File: src/rtl/smb_pkg.sv
package smb_pkg;
  typedef enum logic [3:0] {
    S_IDLE, S_ADDR, S_AACK, S_CMD, S_CACK, S_WDAT, S_WACK, S_RDAT, S_RACK
  } smb_state_e;

  // upper seven bits of an address byte against the device address
  function automatic logic addr_hit(input logic [7:0] b, input logic [6:0] dev);
    return b[7:1] == dev;
  endfunction

  // register index inside a bank of n entries
  function automatic logic idx_ok(input logic [6:0] idx, input int unsigned n);
    return 32'(idx) < n;
  endfunction
endpackage

File: src/rtl/smb_cond.sv
module smb_cond (
  input  logic clk,
  input  logic rst_n,
  input  logic scl_i,
  input  logic sda_i,
  output logic scl_rise,
  output logic scl_fall,
  output logic bus_start,
  output logic bus_stop
);
  logic scl_q, sda_q;

  always_ff @(posedge clk or negedge rst_n) begin
    if (!rst_n) begin
      scl_q <= 1'b1;
      sda_q <= 1'b1;
    end else begin
      scl_q <= scl_i;
      sda_q <= sda_i;
    end
  end

  assign scl_rise  = !scl_q && scl_i;
  assign scl_fall  = scl_q && !scl_i;
  assign bus_start = scl_q && scl_i && sda_q && !sda_i;
  assign bus_stop  = scl_q && scl_i && !sda_q && sda_i;
endmodule

File: src/rtl/smb_bank.sv
module smb_bank #(
  parameter int unsigned NREG = 8
) (
  input  logic              clk,
  input  logic              rst_n,
  input  logic              wr_en,
  input  logic [6:0]        wr_idx,
  input  logic [7:0]        wr_data,
  input  logic [6:0]        rd_idx,
  output logic [7:0]        rd_data,
  output logic [NREG*8-1:0] regs_o
);
  import smb_pkg::*;
  localparam int unsigned IW = (NREG > 1) ? $clog2(NREG) : 1;

  logic [7:0] mem [NREG];

  for (genvar g = 0; g < NREG; g++) begin : g_reg
    always_ff @(posedge clk or negedge rst_n) begin
      if (!rst_n) mem[g] <= 8'h00;
      else if (wr_en && wr_idx == 7'(g)) mem[g] <= wr_data;
    end
    assign regs_o[g*8 +: 8] = mem[g];
  end

  assign rd_data = idx_ok(rd_idx, NREG) ? mem[rd_idx[IW-1:0]] : 8'h00;
endmodule

File: src/rtl/smb_ctrl.sv
module smb_ctrl #(
  parameter int unsigned NREG     = 8,
  parameter logic [6:0]  DEV_ADDR = 7'h69
) (
  input  logic       clk,
  input  logic       rst_n,
  input  logic       sda_i,
  input  logic       scl_rise,
  input  logic       scl_fall,
  input  logic       bus_start,
  input  logic       bus_stop,
  input  logic [7:0] rd_data,
  output logic [6:0] rd_idx,
  output logic       wr_en,
  output logic [6:0] wr_idx,
  output logic [7:0] wr_data,
  output logic       sda_oe
);
  import smb_pkg::*;
  localparam logic [7:0] CNT_BYTE = 8'(NREG);

  smb_state_e state;
  logic [2:0] bitcnt;
  logic       full;
  logic [7:0] rx_sh, tx_sh;
  logic       rw, blk, cnt_pend, mack;
  logic [6:0] ptr;

  logic       rx_state, byte_done, ld_cnt;
  logic [7:0] ld_byte;

  assign rx_state  = (state == S_ADDR) || (state == S_CMD) || (state == S_WDAT);
  assign byte_done = rx_state && scl_fall && full;
  assign ld_cnt    = blk && cnt_pend;
  assign ld_byte   = ld_cnt ? CNT_BYTE : rd_data;

  assign wr_en   = byte_done && (state == S_WDAT) && !ld_cnt && idx_ok(ptr, NREG);
  assign wr_idx  = ptr;
  assign wr_data = rx_sh;
  assign rd_idx  = ptr;

  assign sda_oe = (state == S_AACK) || (state == S_CACK) || (state == S_WACK) ||
                  ((state == S_RDAT) && !tx_sh[7]);

  always_ff @(posedge clk or negedge rst_n) begin
    if (!rst_n) begin
      state    <= S_IDLE;
      bitcnt   <= '0;
      full     <= 1'b0;
      rx_sh    <= '0;
      tx_sh    <= 8'hFF;
      rw       <= 1'b0;
      blk      <= 1'b0;
      cnt_pend <= 1'b0;
      mack     <= 1'b1;
      ptr      <= '0;
    end else if (bus_stop) begin
      state <= S_IDLE;
      full  <= 1'b0;
    end else if (bus_start) begin
      state  <= S_ADDR;
      bitcnt <= '0;
      full   <= 1'b0;
    end else begin
      case (state)
        S_ADDR, S_CMD, S_WDAT: begin
          if (scl_rise && !full) begin
            rx_sh  <= {rx_sh[6:0], sda_i};
            bitcnt <= bitcnt + 3'd1;
            if (bitcnt == 3'd7) full <= 1'b1;
          end else if (byte_done) begin
            full   <= 1'b0;
            bitcnt <= '0;
            if (state == S_ADDR) begin
              if (addr_hit(rx_sh, DEV_ADDR)) begin
                rw    <= rx_sh[0];
                state <= S_AACK;
              end else begin
                state <= S_IDLE;
              end
            end else if (state == S_CMD) begin
              blk      <= !rx_sh[7];
              cnt_pend <= !rx_sh[7];
              ptr      <= rx_sh[7] ? rx_sh[6:0] : 7'd0;
              state    <= S_CACK;
            end else begin
              if (ld_cnt) cnt_pend <= 1'b0;
              else        ptr      <= ptr + 7'd1;
              state <= S_WACK;
            end
          end
        end
        S_AACK: begin
          if (scl_fall) begin
            bitcnt <= '0;
            if (rw) begin
              tx_sh <= ld_byte;
              if (ld_cnt) cnt_pend <= 1'b0;
              else        ptr      <= ptr + 7'd1;
              state <= S_RDAT;
            end else begin
              state <= S_CMD;
            end
          end
        end
        S_CACK, S_WACK: if (scl_fall) state <= S_WDAT;
        S_RDAT: begin
          if (scl_fall) begin
            if (bitcnt == 3'd7) begin
              bitcnt <= '0;
              state  <= S_RACK;
            end else begin
              tx_sh  <= {tx_sh[6:0], 1'b1};
              bitcnt <= bitcnt + 3'd1;
            end
          end
        end
        S_RACK: begin
          if (scl_rise) mack <= sda_i;
          else if (scl_fall) begin
            if (!mack) begin
              tx_sh <= ld_byte;
              if (ld_cnt) cnt_pend <= 1'b0;
              else        ptr      <= ptr + 7'd1;
              state <= S_RDAT;
            end else begin
              state <= S_IDLE;
            end
          end
        end
        default: ;
      endcase
    end
  end
endmodule

File: src/rtl/smb_regslave.sv
module smb_regslave #(
  parameter int unsigned NREG     = 8,
  parameter logic [6:0]  DEV_ADDR = 7'h69
) (
  input  logic              clk,
  input  logic              rst_n,
  input  logic              scl_i,
  input  logic              sda_i,
  output logic              sda_oe,
  output logic [NREG*8-1:0] regs_o
);
  logic       scl_rise, scl_fall, bus_start, bus_stop;
  logic       wr_en;
  logic [6:0] wr_idx, rd_idx;
  logic [7:0] wr_data, rd_data;

  smb_cond u_cond (
    .clk(clk), .rst_n(rst_n), .scl_i(scl_i), .sda_i(sda_i),
    .scl_rise(scl_rise), .scl_fall(scl_fall),
    .bus_start(bus_start), .bus_stop(bus_stop)
  );

  smb_ctrl #(.NREG(NREG), .DEV_ADDR(DEV_ADDR)) u_ctrl (
    .clk(clk), .rst_n(rst_n), .sda_i(sda_i),
    .scl_rise(scl_rise), .scl_fall(scl_fall),
    .bus_start(bus_start), .bus_stop(bus_stop),
    .rd_data(rd_data), .rd_idx(rd_idx),
    .wr_en(wr_en), .wr_idx(wr_idx), .wr_data(wr_data),
    .sda_oe(sda_oe)
  );

  smb_bank #(.NREG(NREG)) u_bank (
    .clk(clk), .rst_n(rst_n),
    .wr_en(wr_en), .wr_idx(wr_idx), .wr_data(wr_data),
    .rd_idx(rd_idx), .rd_data(rd_data), .regs_o(regs_o)
  );
endmodule

File: config.mk
export PLATFORM = sky130hd
export DESIGN_NAME = smb_regslave
export DESIGN_NICKNAME = d
export VERILOG_FILES = /design/src/rtl/smb_pkg.sv /design/src/rtl/smb_cond.sv /design/src/rtl/smb_bank.sv /design/src/rtl/smb_ctrl.sv /design/src/rtl/smb_regslave.sv
export SDC_FILE = /design/constraint.sdc
export NUM_CORES = 1
export LEC_CHECK = 0
export BUFFER_PORTS_ARGS = -buffer_cell sky130_fd_sc_hd__buf_2
export CELL_PAD_IN_SITES_DETAIL_PLACEMENT = 1
export CELL_PAD_IN_SITES_GLOBAL_PLACEMENT = 1
export CORE_MARGIN = 8
export CORE_UTILIZATION = 35
export CTS_BUF_LIST = sky130_fd_sc_hd__clkbuf_4 sky130_fd_sc_hd__clkbuf_8
export CTS_CLUSTER_SIZE = 12
export DETAILED_ROUTE_END_ITERATION = 8
export GPL_TIMING_DRIVEN = 0
export PLACE_DENSITY = 0.67
export SYNTH_ARGS = -nofsm -noshare
export SYNTH_HDL_FRONTEND = slang
export SYNTH_SLANG_ARGS = --single-unit
File: constraint.sdc
create_clock -name clk -period 2.3 [get_ports clk]
set_input_delay 0.23 -clock clk [delete_from_list [all_inputs] [get_ports clk]]
set_output_delay 0.23 -clock clk [all_outputs]
set_load 0.1 [all_outputs]
==> results of run 1 <==
per-stage QoR:
stage,cell area (um2),util [%]
3_5_place_dp,5850,40.1
5_1_grt,6250,42.9
4_1_cts,6200,42.5
2_1_floorplan,5250,-
6_report,6250,42.9
3_3_place_gp,5820,39.9
worst min-delay path by stage:
stage	from	end	slack [ns]	cells after the start
final	scl_i	u_ctrl.blk$_DFFE_PN0P_	0.34	4
after global routing	scl_i	u_ctrl.blk$_DFFE_PN0P_	0.35	4
after CTS	scl_i	u_ctrl.blk$_DFFE_PN0P_	0.30	4
after detailed placement	rst_n	u_ctrl.full$_DFFE_PN0P_	0.29	1
after global placement	scl_i	u_cond.scl_q$_DFF_PN1_	0.36	1
after floorplan	rst_n	u_bank.regs_o[0]$_DFFE_PN0P_	-0.07	0
per-layer routing:
layer  wire length [um]  part of all wire [%]  up-vias
li1                   -                     -     1823
met1               6740                    44     2034
met2               7610                    50       75
met3                590                   3.9       21
met4                336                   2.2        0
met5                  0                     0        -
cell families after synthesis:
group | Yosys count | share of synthesized area (%)
AND/OR/NAND/NOR | 126 | 13.5
multiplexers | 101 | 23.5
flip-flops | 101 | 48.4
AO/OA/AOI/OAI | 80 | 10.1
buffers and inverters | 35 | 2.79
adder cells (fa/ha/maj) | 6 | 1.43
XOR/XNOR | 2 | 0.334
cells in the mapped netlist, types with 2 or more instances:
library cell	count	area share, %
a21oi_1	20	1.9
a22o_1	2	0.33
a22oi_1	2	0.29
a31o_2	3	0.50
a31oi_1	12	1.4
a41oi_1	2	0.33
and4b_1	2	0.38
buf_2	9	0.86
clkbuf_1	20	1.4
dfrtp_1	90	43
dfstp_2	11	5.5
ha_1	6	1.4
inv_1	5	0.36
mux2_1	5	1.1
mux2_2	84	18
mux2i_1	3	0.57
mux4_2	9	3.9
nand2_1	49	3.5
nand2_2	4	0.48
nand2b_1	6	0.71
nand3_1	5	0.48
nand3b_1	6	0.86
nor2_1	22	1.6
nor2b_1	2	0.24
nor3_1	2	0.19
nor3b_1	3	0.43
nor3b_4	3	1.1
nor4_1	2	0.24
o211ai_1	2	0.29
o21ai_0	10	0.95
o22ai_1	8	0.95
o31ai_1	9	1.3
or2_2	4	0.48
or3_1	3	0.36
or3b_2	2	0.33
report_power, final:
group	internal, mW	total (mW)	leakage [nW]	switching [mW]
Clock	0.530	1.24	0.108	0.713
Sequential	2.06	2.29	1.35	0.222
Combinational	0.993	2.66	1.66	1.67
placed cells by master (no fill, tap or decap), types with 3 or more instances in the layout:
| cell type | n |
|---|---|
| a21oi_1 | 19 |
| a31o_2 | 3 |
| a31oi_1 | 12 |
| buf_2 | 72 |
| buf_4 | 8 |
| clkbuf_1 | 15 |
| clkbuf_2 | 4 |
| clkbuf_8 | 9 |
| dfrtp_1 | 90 |
| dfstp_2 | 11 |
| dlygate4sd3_1 | 3 |
| ha_1 | 6 |
| inv_1 | 5 |
| inv_6 | 4 |
| mux2_1 | 5 |
| mux2_2 | 84 |
| mux2i_1 | 3 |
| mux4_2 | 9 |
| nand2_1 | 46 |
| nand2_2 | 3 |
| nand2_4 | 4 |
| nand2b_1 | 6 |
| nand3_1 | 5 |
| nand3b_1 | 6 |
| nor2_1 | 21 |
| nor3b_4 | 3 |
| o21ai_0 | 10 |
| o22ai_1 | 8 |
| o31ai_1 | 9 |
| or2_2 | 4 |
| or3_1 | 3 |
worst max-delay path, cell delays in order, from the launching register on:
cell	delay [ns]
dfstp_2	0.45
nor3b_2	0.37
or3b_2	0.47
clkbuf_1	0.28
o41ai_1	0.20
nand3_1	0.15
a21oi_1	0.18
timing repair:
action / in CTS / in global routing
buffers inserted: 4 / 3
pin swaps: 4 / 3
gates resized for setup: 14 / 11
hold buffers: 3 / 0
hold endpoints to repair: 33 / 0
endpoints found under the setup margin: 82 / 48
state kept, by name, summed over array words and instances, names as in the netlist, 3 cells and up:
name            cells
u_ctrl.state        4
u_bank.regs_o      64
u_ctrl.bitcnt       3
u_ctrl.wr_data      8
u_ctrl.tx_sh        8
u_ctrl.rd_idx       7
cell type report:
cell class | count | area, um2
clock inverter | 7 | 90.1
clock buffer | 9 | 124
buffer | 28 | 129
fill | 1593 | 8340
sequential | 101 | 2540
inverter | 5 | 18.8
timing repair buffer | 79 | 480
tap | 184 | 230
multi-input combinational | 315 | 2640
==> metrics.txt, run 1 <==
WP data required=2.62 ns; core area=0.0146 mm2; Crit path arrival time=2.50 ns; RePlAce Congestion=0.871; Rows=44; vias post-DR=3953; sequential area share after synthesis=between 40 and 50%; vias in the first global route=4331; met2 usage=26.9%; Synth Net Count=about 460; die width=138 um; crit path max fanout=10; CTS Sinks=around 100; Setup crit end kind=flip-flop; RR Endpoint=u_ctrl.bitcnt[1]$_DFFE_PN0P_; Diodes inserted=0; unrepaired setup endpoints after global routing=false; total gr overflow=0; cell area after synthesis=between 0.005 and 0.006 mm2; Max Fclk=459 MHz; final hold violations=0; grt peak-use layer=met2; initial antenna violation count=0; status=complete, no violations; Post-synth EDFFs=0; Clock transition at path regs=0.11 ns; Critical Path Start=u_cond.scl_q$_DFF_PN1_; buffers added on ports=68; Clock Latency Late Sink=0.39 ns; Slew @ Worst Pin=0.631 ns; routed wire length=15300 um; Longest Clk Path Bufs=2; Final setup violation count=0; Post-Layout Cell Count=728; Die ar.=0.0192 mm2; detailed placement HPWL=10900 um; Critical Path Sink=u_ctrl.bitcnt[1]$_DFFE_PN0P_; pre-CTS setup slack=-0.304 ns; type of the worst setup path=reg -> reg; global-route wire length before repair=24400 um; leak pwr=3.12 nW; drt first pass iters=4; Design Power=6.19 mW; number of max-cap violations=0; Synth Instances=451; Vias/cell=5.43; crit path launch type=flip-flop; DRC Markers=0; H-tree Lvls=3; Mean Syn Cell Area=11.6 um2; largest net degree at the start of global routing=60; CTS Buf Count=9; Synth Register Bits=101; reg-to-reg startpoint=u_cond.scl_q$_DFF_PN1_; chip height=138 um; Final Worst Setup Slack=0.123 ns; worst hold slack=0.337 ns; I/O Pins=69; clk_skew=about 0.015 ns; Initial Util=36.0%; setup_tns=0 ns; Placed Instances=between 700 and 800; final period utilization=between 90% and 100%; worst reg-to-reg path cell count=6; post-synthesis cell type count=59; M1 GR Usage=19.5%; Min-Delay Path Class=in -> reg; Global Route Usage Sum=15.9%; WL per Instance=approximately 21 um; Slew headroom=58.0%; pwr/cell area=990 mW/mm2; synthesis-to-layout area growth=19.1%; min cycle time layout=around 2.2 ns; reg2reg setup slack=0.12 ns; fin. max-slew vios=0; share of cells above drive strength 1=44.3%; initial drt markers=174; share of synthesized registers carrying an async set or reset=100%; met3 Use GR=3.56%; maximum vdd drop=0.475 mV; net total in the final layout=~550; yosys warns=0; top_reg_cell synth=dfrtp_1; CTS tree=yes; ANT nets after route=0; root buf cell=clkbuf_8
No activity file was read; power rests on OpenSTA's default activity.
==> run 2: changes to the inputs <==
--- a/config.mk
+++ b/config.mk
@@ -9,12 +9,12 @@
 export CELL_PAD_IN_SITES_DETAIL_PLACEMENT = 1
 export CELL_PAD_IN_SITES_GLOBAL_PLACEMENT = 1
 export CORE_MARGIN = 8
-export CORE_UTILIZATION = 35
+export CORE_UTILIZATION = 30
 export CTS_BUF_LIST = sky130_fd_sc_hd__clkbuf_4 sky130_fd_sc_hd__clkbuf_8
 export CTS_CLUSTER_SIZE = 12
 export DETAILED_ROUTE_END_ITERATION = 8
 export GPL_TIMING_DRIVEN = 0
-export PLACE_DENSITY = 0.67
+export PLACE_DENSITY = 0.6
 export SYNTH_ARGS = -nofsm -noshare
 export SYNTH_HDL_FRONTEND = slang
 export SYNTH_SLANG_ARGS = --single-unit
==> run 2 against run 1 <==
Worst hold slack worse by 0.0050 ns. First-iteration DRC count down 4.0%. Register-to-register slack got worse by 0.05 ns. Critical path depth did not move. Clock power barely moved. Wire length rose by 3.7%. Worst setup slack got worse by 0.046 ns. Global-route usage decreased by 0.83 points. Fmax decreased by 2.1%. Via count rose by 1.1%. Count of clock-buffer cells in the layout is the same. Core utilization down 6.2 points. Largest power group unchanged.
==> metrics.txt, run 2 (same netlist as run 1, synthesis figures left out) <==
vias post-DR=3995 (was 3953); initial antenna violation count=0 (unchanged); final hold violations=0 (unchanged); Global Route Usage Sum=15.0% (was 15.9%); global-route wire length before repair=25800 um (was 24400 um); WL per Instance=20.6 um (was 21.0 um); Setup crit end kind=flip-flop (unchanged); most frequent cells in the layout=dfrtp_1 (90), mux2_2 (84), buf_2 (71) (was dfrtp_1 (90), mux2_2 (84), buf_2 (72)); I/O Pins=69 (unchanged); final period utilization=96.6% (was 94.6%); M1 GR Usage=20.1% (was 19.5%); Initial Util=30.5% (was 36.0%); synthesis-to-layout area growth=20.2% (was 19.1%); Max Fclk=450 MHz (was 459 MHz); core area=0.0172 mm2 (was 0.0146 mm2); Clock Latency Late Sink=0.38 ns (was 0.39 ns); root buf cell=clkbuf_8 (unchanged); Crit path arrival time=2.50 ns (about the same); NetSw=2.62 mW (was 2.60 mW); ANT nets after route=0 (unchanged); worst reg-to-reg path cell count=6 (unchanged); Final Worst Setup Slack=0.0772 ns (was 0.123 ns); met2 usage=24.3% (was 26.9%); grt peak-use layer=met2 (unchanged); maximum vdd drop=0.410 mV (was 0.475 mV); clock share of power=19.7% (was 20.1%); Min-Delay Path Class=in -> reg (unchanged); combinational share of power=43.8% (was 43.0%); detailed placement HPWL=11700 um (was 10900 um); pre-CTS setup slack=-0.348 ns (was -0.304 ns); CTS Buf Count=9 (unchanged); Critical Path Start=u_cond.scl_q$_DFF_PN1_ (unchanged); crit path max fanout=10 (unchanged); reg-to-reg startpoint=u_cond.scl_q$_DFF_PN1_ (unchanged); Longest Clk Path Bufs=2 (unchanged); WP data required=2.57 ns (was 2.62 ns); RePlAce Congestion=0.812 (was 0.871); total gr overflow=0 (unchanged); max reg flops=64 (unchanged); initial drt markers=167 (was 174); Slew headroom=55.0% (was 58.0%); Pint=3.63 mW (was 3.59 mW); Clock transition at path regs=0.11 ns (about the same); crit path launch type=flip-flop (unchanged); setup_tns=0 ns (unchanged); clk_skew=0.00982 ns (was 0.0149 ns); Vias/cell=5.18 (was 5.43); Final setup violation count=0 (unchanged); Diodes inserted=0 (unchanged); number of max-cap violations=0 (unchanged); pwr/cell area=990 mW/mm2 (about the same); met3 Use GR=2.89% (was 3.56%); DRC Markers=0 (unchanged); leak pwr=3.09 nW (was 3.12 nW); Sw Ratio=42.0% (about the same); routed wire length=15800 um (was 15300 um); Rows=48 (was 44); share of cells above drive strength 1=44.3% (about the same); unrepaired setup endpoints after global routing=true (was false); CTS tree=yes (unchanged); RR Endpoint=u_bank.regs_o[47]$_DFFE_PN0P_ (was u_ctrl.bitcnt[1]$_DFFE_PN0P_); die width=148 um (was 138 um); drt first pass iters=5 (was 4); min cycle time layout=2.22 ns (was 2.18 ns); share of power burned in registers=36.4% (was 36.9%); net total in the final layout=551 (was 549); vias in the first global route=4442 (was 4331); Design Power=6.25 mW (was 6.19 mW); fin. max-slew vios=0 (unchanged); H-tree Lvls=3 (unchanged); status=complete, no violations (unchanged); Critical Path Sink=u_bank.regs_o[47]$_DFFE_PN0P_ (was u_ctrl.bitcnt[1]$_DFFE_PN0P_); worst hold slack=0.332 ns (was 0.337 ns); buffers added on ports=68 (unchanged); type of the worst setup path=reg -> reg (unchanged); Die ar.=0.0220 mm2 (was 0.0192 mm2); most common cell after layout, fill and taps aside=dfrtp_1 (unchanged); Slew @ Worst Pin=0.667 ns (was 0.631 ns); CTS Sinks=101 (unchanged); fillers=1907 (was 1593); largest net degree at the start of global routing=63 (was 60); chip height=148 um (was 138 um); reg2reg setup slack=0.08 ns (was 0.12 ns)
-- run 2: worst min-delay path by stage --
stage,start,end,slack [ns],depth (start not counted)
after floorplan,rst_n,u_bank.regs_o[0]$_DFFE_PN0P_,-0.07,0
after global placement,scl_i,u_cond.scl_q$_DFF_PN1_,0.35,1
after detailed placement,rst_n,u_bank.regs_o[14]$_DFFE_PN0P_,0.27,1
after CTS,scl_i,u_ctrl.blk$_DFFE_PN0P_,0.31,4
after global routing,scl_i,u_ctrl.blk$_DFFE_PN0P_,0.33,4
final,scl_i,u_ctrl.blk$_DFFE_PN0P_,0.33,4
-- run 2: critical path, cell delays in order, from the launching register on --
cell,delay (ns)
dfstp_2,0.67
and3b_2,0.31
nand4_4,0.19
nor3b_4,0.25
buf_4,0.17
nand2_2,0.16
mux2_1,0.35
-- run 2: metrics by stage --
step | area [um2] | util (%) | instances
after global placement | 5880 | 34.1 | 744
after CTS | 6250 | 36.2 | 766
final | 6310 | 36.6 | 771
after detailed placement | 5910 | 34.3 | 745
after floorplan | 5250 | - | 451
after global routing | 6310 | 36.6 | 771
-- run 2: area by class of cell --
| class | instances | area (um2) | area share [%] |
|---|---|---|---|
| buffer | 28 | 130 | 2.06 |
| clock buffer | 9 | 124 | 1.96 |
| clock inverter | 7 | 90.1 | 1.43 |
| inverter | 5 | 18.8 | 0.297 |
| multi-input combinational | 315 | 2630 | 41.7 |
| sequential | 101 | 2540 | 40.3 |
| tap | 225 | 282 | 4.46 |
| timing repair buffer | 81 | 495 | 7.85 |
-- run 2: timing repair --
action	4_1_cts	5_1_grt
pin swaps	4	3
hold buffers	3	0
gates resized for setup	14	9
endpoints found under the hold margin	35	0
setup buffers	3	6
setup endpoints to repair	81	55
-- run 2: power by group through the flow --
stage	clock network, mW	registers, mW	logic, mW
6_report	1.23	2.28	2.74
4_1_cts	1.27	2.27	2.65
5_1_grt	1.33	2.31	2.99
2_1_floorplan	0	2.24	1.83
3_5_place_dp	0	2.31	2.53
3_3_place_gp	0	2.29	2.47
-- run 2: per-layer routing --
layer | vias to the layer above | share of wire (%)
met2 | 89 | 48
met3 | 18 | 4.1
met5 | - | 0
met4 | 0 | 1.6
li1 | 1826 | -
met1 | 2062 | 46
==> run 3: changes to the inputs <==
--- a/config.mk
+++ b/config.mk
@@ -15,6 +15,7 @@
 export DETAILED_ROUTE_END_ITERATION = 8
 export GPL_TIMING_DRIVEN = 0
 export PLACE_DENSITY = 0.6
+export RECOVER_POWER = 100
 export SYNTH_ARGS = -nofsm -noshare
 export SYNTH_HDL_FRONTEND = slang
 export SYNTH_SLANG_ARGS = --single-unit
==> run 3 against run 2 <==
Non-clock buffer count unchanged. Clock power about the same. Die area unchanged. Core utilization decreased by 0.60 points. First-iteration DRC count decreased by 8.4%. Global-route usage unchanged. Wire length decreased by 0.40%. Sequential share of layout area increased by 0.67 points. Register-to-register slack about the same. Clock skew about the same. Final area decreased by 1.6%. Via count increased by 0.40%. Critical endpoint unchanged. Largest power group unchanged. Highest routed layer unchanged.
==> metrics.txt, run 3 (same netlist as run 1, synthesis figures left out) <==
Post-Layout Cell Count=771 (unchanged); H-tree Lvls=3 (unchanged); vias post-DR=4011 (was 3995); Final setup violation count=0 (unchanged); Initial Util=30.5% (unchanged); fin. max-slew vios=0 (unchanged); total gr overflow=0 (unchanged); clk_skew=0.00967 ns (was 0.00982 ns); pre-CTS setup slack=-0.348 ns (unchanged); M1 GR Usage=20.1% (unchanged); initial antenna violation count=0 (unchanged); met2 usage=24.3% (unchanged); crit path launch type=flip-flop (unchanged); Die ar.=0.0220 mm2 (unchanged); Global Route Usage Sum=15.0% (unchanged); die width=148 um (unchanged); Placed Instances=745 (unchanged); status=complete, no violations (unchanged); routed wire length=15800 um (about the same); global-route wire length before repair=25800 um (unchanged); WP data required=2.57 ns (about the same); number of max-cap violations=0 (unchanged); share of cells above drive strength 1=32.4% (was 44.3%); worst reg-to-reg path cell count=6 (unchanged); grt peak-use layer=met2 (unchanged); core area=0.0172 mm2 (unchanged); I/O Pins=69 (unchanged); CTS Buf Count=9 (unchanged); synthesis-to-layout area growth=18.2% (was 20.2%); detailed placement HPWL=11700 um (unchanged); maximum vdd drop=0.410 mV (about the same); initial drt markers=153 (was 167); Min-Delay Path Class=in -> reg (unchanged); RePlAce Congestion=0.812 (unchanged); Max Fclk=451 MHz (was 450 MHz); net total in the final layout=551 (unchanged); hold path depth=4 (unchanged); most common cell after layout, fill and taps aside=dfrtp_1 (unchanged); worst min-delay path endpoint=u_ctrl.blk$_DFFE_PN0P_ (unchanged); Setup crit end kind=flip-flop (unchanged); Clock Latency Late Sink=0.38 ns (about the same); fillers=1939 (was 1907); Slew headroom=18.6% (was 55.0%); Longest Clk Path Bufs=2 (unchanged); crit path max fanout=10 (unchanged); buffers added on ports=68 (unchanged); Clock transition at path regs=0.11 ns (about the same); DRC Markers=0 (unchanged); type of the worst setup path=reg -> reg (unchanged); met3 Use GR=2.89% (unchanged); vias in the first global route=4442 (unchanged); final hold violations=0 (unchanged); Vias/cell=5.20 (was 5.18); drt first pass iters=4 (was 5); Diodes inserted=0 (unchanged); most frequent cells in the layout=dfrtp_1 (90), mux2_2 (84), clkbuf_1 (81) (was dfrtp_1 (90), mux2_2 (84), buf_2 (71)); RR Endpoint=u_bank.regs_o[47]$_DFFE_PN0P_ (unchanged); unrepaired setup endpoints after global routing=true (unchanged); largest net degree at the start of global routing=63 (unchanged); min cycle time layout=2.22 ns (about the same); WL per Instance=20.5 um (was 20.6 um); leak pwr=2.79 nW (was 3.09 nW); Final Worst Setup Slack=0.0804 ns (was 0.0772 ns); final period utilization=96.5% (was 96.6%); Slew @ Worst Pin=1.23 ns (was 0.667 ns); reg2reg setup slack=0.08 ns (about the same); reg-to-reg startpoint=u_cond.scl_q$_DFF_PN1_ (unchanged); ANT nets after route=0 (unchanged); Hold Crit Start=scl_i (unchanged); max reg flops=64 (unchanged); chip height=148 um (unchanged); CTS tree=yes (unchanged); Crit path arrival time=2.49 ns (was 2.50 ns); CTS Sinks=101 (unchanged); pwr/cell area=1010 mW/mm2 (was 990 mW/mm2); root buf cell=clkbuf_8 (unchanged); Rows=48 (unchanged)
## run 3: power breakdown
group          leakage (nW)  internal, mW  switching (mW)  total, mW
clock                 0.101         0.528           0.703       1.23
combinational          1.34          1.03            1.70       2.73
sequential             1.35          2.06           0.215       2.28
## run 3: how the worst max path moves through the flow
stage | start | endpoint | slack [ns] | cells after the start
floorplan | u_cond.scl_q$_DFF_PN1_ | u_ctrl.rd_idx[2]$_DFFE_PN0P_ | 0.19 | 8
global placement | u_ctrl.state[0]$_DFFE_PN0P_ | u_ctrl.rd_idx[0]$_DFFE_PN0P_ | -0.31 | 7
detailed placement | u_cond.scl_q$_DFF_PN1_ | u_ctrl.tx_sh[7]$_DFFE_PN1P_ | -0.35 | 5
CTS | u_cond.scl_q$_DFF_PN1_ | u_bank.regs_o[63]$_DFFE_PN0P_ | -0.02 | 6
global route | u_ctrl.full$_DFFE_PN0P_ | u_ctrl.bitcnt[1]$_DFFE_PN0P_ | -0.01 | 6
finish | u_cond.scl_q$_DFF_PN1_ | u_bank.regs_o[47]$_DFFE_PN0P_ | 0.08 | 6
## run 3: repair_timing
item	in CTS	in global routing
cloned	0	0
setup buffers	3	6
resized for setup	14	9
endpoints found under the setup margin	81	55
pin swaps	4	3
hold endpoints to repair	35	0
hold buffers	3	0
## run 3: layer usage
metal | wire, um | vias to the layer above | share of wire [%]
li1 | - | 1825 | -
met1 | 7280 | 2079 | 46
met2 | 7680 | 89 | 49
met3 | 582 | 18 | 3.7
met4 | 234 | 0 | 1.5
met5 | 0 | - | 0
## run 3: final cells by class
| class | count | area, um2 | area share, % |
|---|---|---|---|
| inverters | 5 | 18.8 | 0.302 |
| clock buffers | 9 | 124 | 2.00 |
| clock inverters | 7 | 90.1 | 1.45 |
| flip-flops and latches | 101 | 2540 | 40.9 |
| well taps | 225 | 282 | 4.54 |
| repair buffers | 81 | 392 | 6.31 |
| plain buffers | 28 | 130 | 2.10 |
| multi-input cells | 315 | 2630 | 42.4 |
## run 3: metrics by stage
step	util, %	area, um2	power (mW)	hold WS, ns	setup TNS (ns)
global route	36.0	6210	6.63	0.332	-0.0197
floorplan	-	5250	4.06	-0.0656	0
detailed placement	34.3	5910	4.84	0.273	-11.54
finish	36.0	6210	6.24	0.335	0
CTS	36.2	6250	6.20	0.308	-0.0273
global placement	34.1	5880	4.77	0.354	-21.09
## run 3: critical path, cell delays in order, from the launching register on
cell and delay, ns:
dfstp_2 0.67, and3b_2 0.31, nand4_4 0.19, nor3b_4 0.25, buf_4 0.17, nand2_2 0.17, mux2_1 0.35
